$ cat src/rtl/spdif_pkg.sv
package spdif_pkg;
  localparam int AUD_W      = 24;
  localparam int SUB_HALVES = 64;
  localparam int PRE_HALVES = 8;
  localparam int PAY_BITS   = AUD_W + 4;
  localparam int POS_W      = $clog2(SUB_HALVES);

  typedef enum logic [1:0] {
    PK_X = 2'd0,
    PK_Y = 2'd1,
    PK_Z = 2'd2
  } pre_kind_t;

  // packed: v at bit 0, u at bit 1, c at bit 2
  typedef struct packed {
    logic c;
    logic u;
    logic v;
  } nad_t;

  // Sync patterns are already in line-coded form.
  function automatic logic [PRE_HALVES-1:0] pre_code(pre_kind_t k);
    case (k)
      PK_Y:    return 8'b0001_1011;
      PK_Z:    return 8'b0001_0111;
      default: return 8'b0001_1101;
    endcase
  endfunction

  // Payload word, bit 0 goes out first (slot 4), parity on top (slot 31).
  function automatic logic [PAY_BITS-1:0] build_payload(logic [AUD_W-1:0] aud, nad_t n);
    logic [PAY_BITS-2:0] body;
    body = {n, aud};
    return {^body, body};
  endfunction
endpackage

$ cat src/rtl/spdif_slot_seq.sv
module spdif_slot_seq
  import spdif_pkg::*;
#(
  parameter int BLOCK_FRAMES = 192
) (
  input  logic             clk,
  input  logic             rst_n,
  input  logic             bp_en,
  input  logic             blk_start,
  output logic             active,
  output logic [POS_W-1:0] pos,
  output logic             chan_b,
  output logic             load,
  output logic             load_a,
  output logic             load_b,
  output pre_kind_t        kind
);
  localparam int CW = $clog2(BLOCK_FRAMES + 1);

  logic [CW-1:0] fcnt, fcnt_nxt;
  logic          end_sub;
  logic          z_due;

  always_comb begin
    end_sub  = active && (pos == POS_W'(SUB_HALVES - 1));
    load     = bp_en && (!active || end_sub);
    load_b   = load && active && !chan_b;
    load_a   = load && !load_b;
    z_due    = blk_start || (fcnt == '0);
    kind     = load_b ? PK_Y : (z_due ? PK_Z : PK_X);
    fcnt_nxt = z_due ? CW'(1) : fcnt + CW'(1);
    if (fcnt_nxt == CW'(BLOCK_FRAMES)) fcnt_nxt = '0;
  end

  always_ff @(posedge clk) begin
    if (!rst_n) begin
      active <= 1'b0;
      pos    <= '0;
      chan_b <= 1'b0;
      fcnt   <= '0;
    end else if (load) begin
      active <= 1'b1;
      pos    <= '0;
      chan_b <= load_b;
      if (load_a) fcnt <= fcnt_nxt;
    end else if (bp_en && active) begin
      pos <= pos + POS_W'(1);
    end
  end
endmodule

$ cat src/rtl/spdif_payload_asm.sv
module spdif_payload_asm
  import spdif_pkg::*;
(
  input  logic             clk,
  input  logic             rst_n,
  input  logic             bp_en,
  input  logic             active,
  input  logic [POS_W-1:0] pos,
  input  logic             load_a,
  input  logic             load_b,
  input  logic [AUD_W-1:0] a_aud,
  input  logic [AUD_W-1:0] b_aud,
  input  nad_t             a_nad,
  input  nad_t             b_nad,
  output logic             cur_bit
);
  logic [PAY_BITS-1:0] sr;
  logic [AUD_W-1:0]    b_aud_buf;
  nad_t                b_nad_hold;
  logic                shift;

  // advance after the second half of each payload cell except the last
  assign shift   = bp_en && active && !load_a && !load_b && pos[0] &&
                   (pos >= POS_W'(PRE_HALVES + 1));
  assign cur_bit = sr[0];

  always_ff @(posedge clk) begin
    if (!rst_n) begin
      sr         <= '0;
      b_aud_buf  <= '0;
      b_nad_hold <= '0;
    end else if (load_a) begin
      sr         <= build_payload(a_aud, a_nad);
      b_aud_buf  <= b_aud;
      b_nad_hold <= b_nad;
    end else if (load_b) begin
      sr <= build_payload(b_aud_buf, b_nad_hold);
    end else if (shift) begin
      sr <= {1'b0, sr[PAY_BITS-1:1]};
    end
  end
endmodule

$ cat src/rtl/spdif_bmc_line.sv
module spdif_bmc_line
  import spdif_pkg::*;
(
  input  logic             clk,
  input  logic             rst_n,
  input  logic             bp_en,
  input  logic             active,
  input  logic [POS_W-1:0] pos,
  input  logic             load,
  input  pre_kind_t        kind,
  input  logic             cur_bit,
  output logic             sdo
);
  logic [PRE_HALVES-1:0] pre_sr;
  logic [PRE_HALVES-1:0] code;
  logic                  in_pre;
  logic                  cell_edge;

  assign code      = pre_code(kind);
  assign in_pre    = pos < POS_W'(PRE_HALVES - 1);
  assign cell_edge = pos[0];   // next half-cell is even: a new cell begins

  always_ff @(posedge clk) begin
    if (!rst_n) begin
      pre_sr <= '0;
      sdo    <= 1'b0;
    end else if (load) begin
      sdo    <= code[PRE_HALVES-1];
      pre_sr <= {code[PRE_HALVES-2:0], 1'b0};
    end else if (bp_en && active) begin
      if (in_pre) begin
        sdo    <= pre_sr[PRE_HALVES-1];
        pre_sr <= {pre_sr[PRE_HALVES-2:0], 1'b0};
      end else if (cell_edge) begin
        sdo <= ~sdo;
      end else if (cur_bit) begin
        sdo <= ~sdo;
      end
    end
  end
endmodule

$ cat src/rtl/spdif_serializer.sv
module spdif_serializer
  import spdif_pkg::*;
#(
  parameter int BLOCK_FRAMES = 192
) (
  input  logic        clk,
  input  logic        rst_n,
  input  logic        bp_en,
  input  logic        blk_start,
  input  logic [23:0] a_audio,
  input  logic [23:0] b_audio,
  input  logic        a_valid,
  input  logic        a_user,
  input  logic        a_status,
  input  logic        b_valid,
  input  logic        b_user,
  input  logic        b_status,
  output logic        sdo,
  output logic        next_req
);
  logic             active;
  logic [POS_W-1:0] pos;
  logic             chan_b;
  logic             load, load_a, load_b;
  pre_kind_t        kind;
  logic             cur_bit;
  nad_t             a_nad, b_nad;

  assign a_nad = '{c: a_status, u: a_user, v: a_valid};
  assign b_nad = '{c: b_status, u: b_user, v: b_valid};

  spdif_slot_seq #(.BLOCK_FRAMES(BLOCK_FRAMES)) u_seq (
    .clk(clk), .rst_n(rst_n), .bp_en(bp_en), .blk_start(blk_start),
    .active(active), .pos(pos), .chan_b(chan_b),
    .load(load), .load_a(load_a), .load_b(load_b), .kind(kind)
  );

  spdif_payload_asm u_asm (
    .clk(clk), .rst_n(rst_n), .bp_en(bp_en), .active(active), .pos(pos),
    .load_a(load_a), .load_b(load_b),
    .a_aud(a_audio), .b_aud(b_audio), .a_nad(a_nad), .b_nad(b_nad),
    .cur_bit(cur_bit)
  );

  spdif_bmc_line u_line (
    .clk(clk), .rst_n(rst_n), .bp_en(bp_en), .active(active), .pos(pos),
    .load(load), .kind(kind), .cur_bit(cur_bit), .sdo(sdo)
  );

  always_ff @(posedge clk) begin
    if (!rst_n) next_req <= 1'b0;
    else        next_req <= load_a;
  end
endmodule

$ cat config.mk
export PLATFORM = sky130hd
export DESIGN_NAME = spdif_serializer
export DESIGN_NICKNAME = d
export VERILOG_FILES = /design/src/rtl/spdif_pkg.sv /design/src/rtl/spdif_slot_seq.sv /design/src/rtl/spdif_payload_asm.sv /design/src/rtl/spdif_bmc_line.sv /design/src/rtl/spdif_serializer.sv
export SDC_FILE = /design/constraint.sdc
export NUM_CORES = 1
export LEC_CHECK = 0
export CAP_MARGIN = 20
export CORE_MARGIN = 8
export CORE_UTILIZATION = 45
export CTS_BUF_LIST = sky130_fd_sc_hd__clkbuf_16
export DETAILED_ROUTE_END_ITERATION = 16
export GPL_ROUTABILITY_DRIVEN = 0
export PLACE_DENSITY_LB_ADDON = 0.08
export SKIP_CTS_REPAIR_TIMING = 1
export SYNTH_ARGS = -nofsm -noshare
export SYNTH_HDL_FRONTEND = slang
export SYNTH_SLANG_ARGS = --single-unit
$ cat constraint.sdc
create_clock -name clk -period 2.09 [get_ports clk]
set_input_delay 0.3135 -clock clk [delete_from_list [all_inputs] [get_ports clk]]
set_output_delay 0.3135 -clock clk [all_outputs]
set_load 0.02 [all_outputs]
---- Yosys cells after proc, flatten, opt, wreduce, memory -nomap -nowiden ----
Index checks and enable logic that the tools add are counted.
word-level totals
  flip-flop bits (word level) ............. 80
  bits of input ports ..................... 58
  output and inout port bits .............. 2
  word-level logic and storage cells ...... 65
cells by class
  $add $sub $neg .......................... 2
  $lt $le $gt $ge ......................... 2
  equal/unequal tests ..................... 4
  mux-type cells .......................... 16
  bitwise logic cells ..................... 2
  reductions and logical operators ........ 27
operators by type and width
  cell                   number
  $mux W28               3
  $reduce_xor A27 Y1     2
  $mux W8                5
  $logic_and A1 B1 Y1    10
  $add A8 B1 Y8 const B  1
  $eq A8 B8 Y1 const B   1
  $logic_not A8 Y1       1
  $pmux W4 S2            1
  $add A6 B1 Y6 const B  1
  $eq A6 B6 Y1 const B   1
  $ge A6 B4 Y1 const B   1
  $lt A6 B3 Y1 const B   1
  $reduce_and A2 Y1      3
  $mux W1                5
  $logic_not A1 Y1       4
  $mux W2                2
  $reduce_bool A2 Y1     2
  $reduce_bool A4 Y1     1
  $reduce_bool A3 Y1     1
  $eq A2 B1 Y1 const B   1
  $eq A2 B2 Y1 const B   1
  $logic_or A1 B1 Y1     2
  $not A1 Y1             2
  $reduce_or A2 Y1       1

---- Logic depth before layout (Yosys ltp) ----
Gate-level depths: netlist of the first run.
  word-level depth ........................ 16
  depth in mapped cells ................... 9
  mapped depth without buffers ............ 8

---- Modules after synthesis ----
From an unflattened synthesis of the first run, not the netlist that was laid out.
unflattened totals
  cell total of the unflattened synthesis .. 509
  area total of the unflattened synthesis .. 4,317.9 sq um
by module, submodules not included
  module             times used  cells an instance  area an instance (sq um)  seq. area each (sq um)
  spdif_payload_asm  1           354                2,989.1                   1,101.1
  spdif_slot_seq     1           106                889.6                     320.3
  spdif_bmc_line     1           47                 412.9                     160.2
  spdif_serializer   1           2                  26.3                      20.0

---- Worst setup path after synthesis of the first run ----
OpenSTA, ideal clock, no wires.
  kind .................................... register to register
  start point ............................. register u_seq.pos[0]
  end point ............................... register u_asm.sr[21]
  library setup time ...................... 0.070 ns
  arrival ................................. 1.888 ns
  required time ........................... 2.020 ns
  setup slack ............................. 0.131 ns
  cell stages (with the launch flop) ...... 9
  path buffers ............................ 2
  clock period less this slack ............ 1.959 ns
  cell sequence ........................... dfxtp_1 -> ha_1 -> nand3_2 -> nor4_2 -> buf_4 -> buf_8 -> mux2i_1 -> a211o_1 -> a21oi_1
on the way
  cells in the longest elaborated chain, start to end .. 14
  elaborated cells between the ends (all ways) .. 17
  those cells by class .................... order compare (1); eq/ne (1); mux (2); reduce/logical (13)
ends and longest elaborated chain
  item                                 line                                           RTL
  start: declaration                   spdif_slot_seq.sv:11                           output logic [POS_W-1:0] pos,
  start signal: assignment             spdif_slot_seq.sv:47                           pos <= pos + POS_W'(1);
  $eq A6 B6 Y1                         spdif_slot_seq.sv:25                           end_sub = active && (pos == POS_W'(SUB_HALVES - 1));
  $logic_and A1 B1 Y1                  spdif_slot_seq.sv:25
  $logic_or A1 B1 Y1                   spdif_slot_seq.sv:26                           load = bp_en && (!active || end_sub);
  $logic_and A1 B1 Y1                  spdif_slot_seq.sv:26
  $logic_and A1 B1 Y1 (2 in series)    spdif_slot_seq.sv:27                           load_b = load && active && !chan_b;
  $logic_not A1 Y1                     spdif_slot_seq.sv:28, spdif_payload_asm.sv:23
  $logic_and A1 B1 Y1                  spdif_slot_seq.sv:28                           load_a = load && !load_b;
  $logic_not A1 Y1                     spdif_payload_asm.sv:23                        assign shift = bp_en && active && !load_a && !load_b && pos[0] &&
  $logic_and A1 B1 Y1 (4 in series)    spdif_payload_asm.sv:23
  $reduce_bool A3 Y1 (no source line)  --
  end signal: assignment               spdif_payload_asm.sv:33                        sr <= build_payload(a_aud, a_nad);
  end signal: assignment               spdif_payload_asm.sv:37                        sr <= build_payload(b_aud_buf, b_nad_hold);
  end signal: assignment               spdif_payload_asm.sv:39                        sr <= {1'b0, sr[PAY_BITS-1:1]};
  end: declaration                     spdif_payload_asm.sv:17                        logic [PAY_BITS-1:0] sr;
Parallel ways exist; a longest one is shown, timed or not.
A chain may end at the register's enable or synchronous reset.

---- Final worst setup path of the first run ----
  start point ............................. register u_seq.pos[1]
  end point ............................... register u_asm.sr[11]
The elaborated chain is that of the path after synthesis.

==> impl_metrics.csv, run 1 <==
group,metric,value,unit
finish,num-fill-cells,847,
power,p_leak,1.84,nW
timing,drv_slew,0,
setup_path,worstPathArrival,2.20,ns
setup_path,crit_fanout,14,
placed_design,dp_hpwl,7030,um
finish,areaGrowthSynthToFinish,27.8,%
power,pwr-share-seq,41.2,%
routing,routedWlPerCell,14.7,um
cts,clock_latency,0.33,ns
power,swShare,24.7,%
power,clkPwrFrac,40.5,%
logic_synthesis,ys_types,43,
timing,fin_skew,0.00995,ns
logic_synthesis,syn_nets,574,
power,switchingPower,0.000994,W
min_path,whs_path_depth,2,
placed_design,port_buffers,59,
logic_synthesis,syn_area,4170,um2
setup_path,startpoint,"u_seq.pos[1]",
routing,num_vias,3634,
timing,finalHoldViolCount,0,
routing,drtPass1Iterations,5,
logic_synthesis,synth.avg_cell_area,8.16,um2
finish,final_util,58.5,%
timing,clock.fmax,513,MHz
placed_design,dp.cells,669,
min_path,worstHoldStart,"u_asm.sr[10]",
die,dieArea,12600,um2
logic_synthesis,ys_seq_area_share,38.4,%
grt,track_usage,16.0,%
run_status,status,"finished clean",
finish,multi_input_area,2460,um2
logic_synthesis,ys_ff_latch,80,
finish,finalNonFillerCells,687,
timing,fin_crit,1.95,ns
logic_synthesis,yosys_most_used_dff,"dfxtp_1",
logic_synthesis,syn_inst,511,
power,p_per_area,757,nW/um2
cts,htreeDepth,3,
die,die_w,112,um
grt,grt_pass1_vias,3566,
routing,wl,10100,um
cts,cts-root-buf,"clkbuf_16",
cts,clk_pin_slew,0.06,ns
finish,drive_gt1_share,7.64,%
die,die_h,112,um
grt,grt_pass1_wl,16600,um
finish,seq_area,1600,um2
grt,overflow,0,
setup_path,cp-start-kind,"flop",
setup_path,r2r-start,"u_seq.pos[1]",
job,max_cap_viol_count,0,
setup_path,ff2ff_path_depth,8,
routing,drt_iter0_markers,127,
timing,period_share,93.3,%
timing,setup_tns,0,ns
logic_synthesis,async_reset_ff_share,0,%
logic_synthesis,ys_warn_count,0,
routing,avgViaCountPerCell,5.29,
timing,worst_slew_pin_slew,0.467,ns
power,peakVddDrop,0.443,mV
power,power_frac_comb,18.3,%
routing,drc,0,
cts,cts_buffers,9,
routing,antenna_left,0,
die,start_util,45.8,%
grt,grt_max_degree,56,
power,internal_power,0.00304,W
min_path,hold_path.class,"reg -> reg",
logic_synthesis,synth-edff-count,0,
setup_path,cp.required,2.34,ns
finish,diodes,0,
grt,antenna_found_initial,0,
cts,clock_sink_count,80,
cts,tritoncts,"yes",
setup_path,critPathKind,"reg -> reg",
die,ios,60,
die,num_rows,35,
finish,fin_nets,634,
timing,rsz0062_at_grt,"false",
die,core,9110,um2
cts,clockBufferDepth,2,
setup_path,worstSetupEndpointType,"flop",
timing,setup_viol,0,
timing,max-slew-margin-rel,68.7,%
[cells in the final DEF, fill, tap and decap left out, types with 3 or more instances in the layout]
master	instances
a211o_1	27
o21ai_4	3
dfxtp_1	80
xnor2_1	46
nand4_1	3
clkdlybuf4s50_1	59
a31oi_1	3
and2_1	3
a21oi_1	69
xor2_1	9
nand2_1	98
inv_1	6
nor3b_1	3
ha_1	5
clkbuf_16	10
nor2_1	49
mux2i_1	27
nor3_1	6
buf_4	16
or3_1	3
nand3_1	8
o21ai_0	7
[stage by stage]
stage	setup WS [ns]	total power [W]	hold slack (ns)	instance area [um2]
floorplan	0.131	0.00217	0.432	4170
global placement	0.0268	0.00242	0.441	4960
detailed placement	0.0183	0.00243	0.446	4960
CTS	0.00346	0.00407	0.454	5270
global route	0.0236	0.00422	0.473	5330
finish	0.141	0.00403	0.453	5330
[flip-flops by register name, indices dropped and copies added (netlist names)]
| register | cells |
|---|---|
| u_asm.b_aud_buf | 24 |
| u_line.pre_sr | 7 |
| u_line.sdo | 1 |
| u_seq.chan_b | 1 |
| u_asm.sr | 28 |
| u_asm.b_nad_hold | 3 |
| u_seq.fcnt | 8 |
| u_seq.active | 1 |
| u_seq.pos | 6 |
| next_req | 1 |
[kinds of logic after synthesis]
group           count (synthesis)  synth area share (%)
xor+xnor                       57                  12.6
mux                            27                  6.48
flops                          80                  38.4
fa+ha+maj                       5                  1.50
compound gates                123                  18.5
buf+inv                        36                  3.69
simple gates                  183                  18.7
[worst max-delay path, stage by stage, from the launching register on]
cell and delay, ns:
dfxtp_1 0.37, ha_1 0.27, nand3_4 0.16, nor4_4 0.16, buf_4 0.18, buf_6 0.22, mux2i_1 0.10, a211o_1 0.29
a21oi_1 0.12
[Yosys cell counts, drive strengths merged, types with 2 or more instances]
cell type | number | area (um2)
and2 | 3 | 18.8
a31oi | 3 | 18.8
nand2 | 99 | 372
xnor3 | 2 | 45.0
nor4b | 2 | 17.5
o31a | 2 | 17.5
clkbuf | 24 | 90.1
o211ai | 2 | 15.0
ha | 5 | 62.6
or3 | 3 | 18.8
a211o | 27 | 236
nand4 | 3 | 18.8
nand3 | 9 | 50.1
buf | 6 | 41.3
nor3b | 3 | 22.5
and3 | 2 | 12.5
mux2i | 27 | 270
o21ai | 11 | 58.8
nor3 | 6 | 30.0
a2111oi | 3 | 32.5
nor2 | 49 | 184
xor2 | 9 | 78.8
a21oi | 69 | 345
inv | 6 | 22.5
dfxtp | 80 | 1600
xnor2 | 46 | 403
[per-layer routing]
| metal | up-vias | global-route usage [%] | wire, um |
|---|---|---|---|
| met3 | 13 | 4.13 | 380 |
| met4 | 0 | 4.95 | 135 |
| met1 | 1688 | 19.9 | 5000 |
| met5 | - | 0 | 0 |
| li1 | 1874 | - | - |
| met2 | 59 | 26.4 | 4580 |
[final timing paths]
check                 end  slack (ns)
max          u_asm.sr[11]        0.14
max reg2reg  u_asm.sr[11]        0.14
min reg2reg  u_asm.sr[10]        0.45
min          u_asm.sr[10]        0.45
[power by group through the flow]
stage	Clock, W	Combinational [W]	Sequential [W]
3_3_place_gp	0	0.000733	0.00169
5_1_grt	0.00174	0.000809	0.00167
3_5_place_dp	0	0.000739	0.00169
2_1_floorplan	0	0.000492	0.00168
4_1_cts	0.00166	0.000745	0.00166
6_report	0.00163	0.000738	0.00166
[cell type report]
type,count,share of cell area [%]
inverter,6,0.423
tap,111,2.61
clock buffer,9,4.23
clock inverter,7,1.64
multi-input combinational,395,46.2
timing repair buffer,79,14.8
sequential,80,30.1
(Power assumes the default switching activity.)
==> inputs of run 2 (changes only) <==
CORE_MARGIN = unset   (was 8)
==> run 2 against run 1 <==
Effect of this change: cell count stayed put; power is 2.0% lower; worst setup slack better by 0.0098 ns; clock skew is 0.0031 ns lower; largest cell class unchanged.
==> impl_metrics.csv, run 2 (synthesis gave the netlist of run 1 again) <==
group,metric,value,unit
finish,fin_nets,637,
routing,drc,0,
cts,clk_pin_slew,0.06,ns
setup_path,endpoint,"u_seq.fcnt[3]",
timing,setup_tns,0,ns
power,power_frac_comb,19.1,%
grt,antenna_found_initial,0,
setup_path,cp.required,2.36,ns
die,ios,60,
setup_path,cp_num_buf_inv,2,
timing,rsz0062_at_grt,"false",
setup_path,path_cells,"inv_1 -> ha_1 -> nor4b_1 -> a21oi_1 -> nand3_1 -> buf_4 -> o31a_1 -> nor2_1",
run_status,status,"finished clean",
power,swShare,26.1,%
power,switchingPower,0.00103,W
finish,largestRegisters,"u_asm.sr (28), u_asm.b_aud_buf (24), u_seq.fcnt (8)",
timing,fin_skew,0.00682,ns
placed_design,postPlaceCellArea,4980,um2
timing,finalHoldViolCount,0,
placed_design,dp_hpwl,6560,um
power,p_leak,1.85,nW
setup_path,worstPathArrival,2.21,ns
die,core,8850,um2
finish,drive_gt1_share,7.94,%
placed_design,dp_slack,-0.00168,ns
setup_path,cp-start-kind,"flop",
routing,routedWlPerCell,14.6,um
setup_path,worstSetupEndpointType,"flop",
setup_path,path_delay_family,"compound AO/OA/AOI/OAI gates",
cts,clockBufferDepth,2,
timing,clock.fmax,516,MHz
cts,cts_buffers,9,
die,die_w,98.2,um
cts,clock_latency,0.33,ns
setup_path,cp_slowest_stage_delay,0.36,ns
setup_path,worst-path-stages,8,
power,peakVddDrop,0.385,mV
timing,setup_viol,0,
finish,num-fill-cells,836,
power,internal_power,0.00292,W
timing,period_share,92.8,%
die,die_h,98.2,um
timing,worst_slew_pin_slew,0.503,ns
routing,num_vias,3691,
finish,layout_common_cells,"nand2_1, dfxtp_1, a21oi_1",
cts,clock_sink_count,80,
die,start_util,47.1,%
setup_path,r2r_end,"u_seq.fcnt[3]",
die,num_rows,34,
grt,grt_pass1_vias,3445,
timing,drv_slew,0,
cts,tritoncts,"yes",
setup_path,ff2ff_path_depth,8,
finish,largest_register_ffs,28,
die,dieArea,9650,um2
grt,track_usage,21.0,%
placed_design,port_buffers,59,
power,p_per_area,743,nW/um2
setup_path,critPathKind,"reg -> reg",
routing,drtPass1Iterations,6,
finish,diodes,0,
power,clkPwrFrac,38.9,%
routing,avgViaCountPerCell,5.37,
routing,wl,10000,um
timing,fin_crit,1.94,ns
timing,max-slew-margin-rel,66.2,%
cts,htreeDepth,3,
grt,grt_max_degree,83,
routing,antenna_left,0,
routing,drt_iter0_markers,180,
setup_path,cp_slowest_cell,"dfxtp_1",
setup_path,crit_fanout,4,
finish,areaGrowthSynthToFinish,27.4,%
cts,cts-root-buf,"clkbuf_16",
timing,setup_ws,0.151,ns
power,pwr-share-seq,42.0,%
finish,largest-register,"u_asm.sr",
setup_path,startpoint,"u_seq.fcnt[0]",
job,max_cap_viol_count,0,
grt,grt_pass1_wl,16300,um
min_path,hold_path.class,"reg -> reg",
finish,final_cell_area,5310,um2
setup_path,ff2ff_setup_slack,0.15,ns
grt,overflow,0,
setup_path,r2r-start,"u_seq.fcnt[0]",
finish,mostFrequentLayoutCell,"nand2_1",
run 2: metrics by stage:
step / hold slack, ns / std cells / power, W / util [%]
finish: 0.452 / 687 / 0.00395 / 60.0
detailed placement: 0.446 / 668 / 0.00244 / 56.3
floorplan: 0.432 / 511 / 0.00217 / -
CTS: 0.454 / 684 / 0.00399 / 59.6
global route: 0.472 / 687 / 0.00413 / 60.0
global placement: 0.439 / 668 / 0.00243 / 56.3
run 2: final cells by class:
type                       count  area, um2  area share [%]
multi-input combinational    395       2440            45.9
sequential                    80       1600            30.2
timing repair buffer          82        826            15.5
clock buffer                   9        225            4.24
tap                          108        135            2.54
clock inverter                 7       65.1            1.22
inverter                       6       22.5           0.424
run 2: power groups by stage:
stage,logic (W),clock network (W),registers [W]
after detailed placement,0.000748,0,0.00169
final,0.000753,0.00154,0.00166
after global placement,0.000739,0,0.00169
after global routing,0.000825,0.00163,0.00167
after CTS,0.000756,0.00157,0.00166
after floorplan,0.000492,0,0.00168
run 2: how the worst min path moves through the flow:
stage | slack (ns) | to | startpoint | cells past startpoint
floorplan | 0.43 | u_line.pre_sr[6] | u_line.pre_sr[6] | 2
global placement | 0.44 | u_line.pre_sr[6] | u_line.pre_sr[6] | 2
detailed placement | 0.45 | u_asm.sr[11] | u_asm.sr[11] | 2
CTS | 0.45 | u_asm.sr[9] | u_asm.sr[9] | 2
global route | 0.47 | u_asm.sr[1] | u_asm.sr[1] | 2
finish | 0.45 | u_asm.sr[2] | u_asm.sr[2] | 2
run 2: routing by layer:
metal	share of wire, %	global-route usage [%]
met3	4.0	3.65
met5	0	0
met2	45	33.3
met4	1.3	7.23
met1	49	29.0
run 2: worst min-delay path, delay by kind of cell (launching register included):
kind | cells | cell delay (ns)
DFF | 1 | 0.30
and+or+nand+nor | 1 | 0.05
AOI/OAI and AO/OA | 1 | 0.05
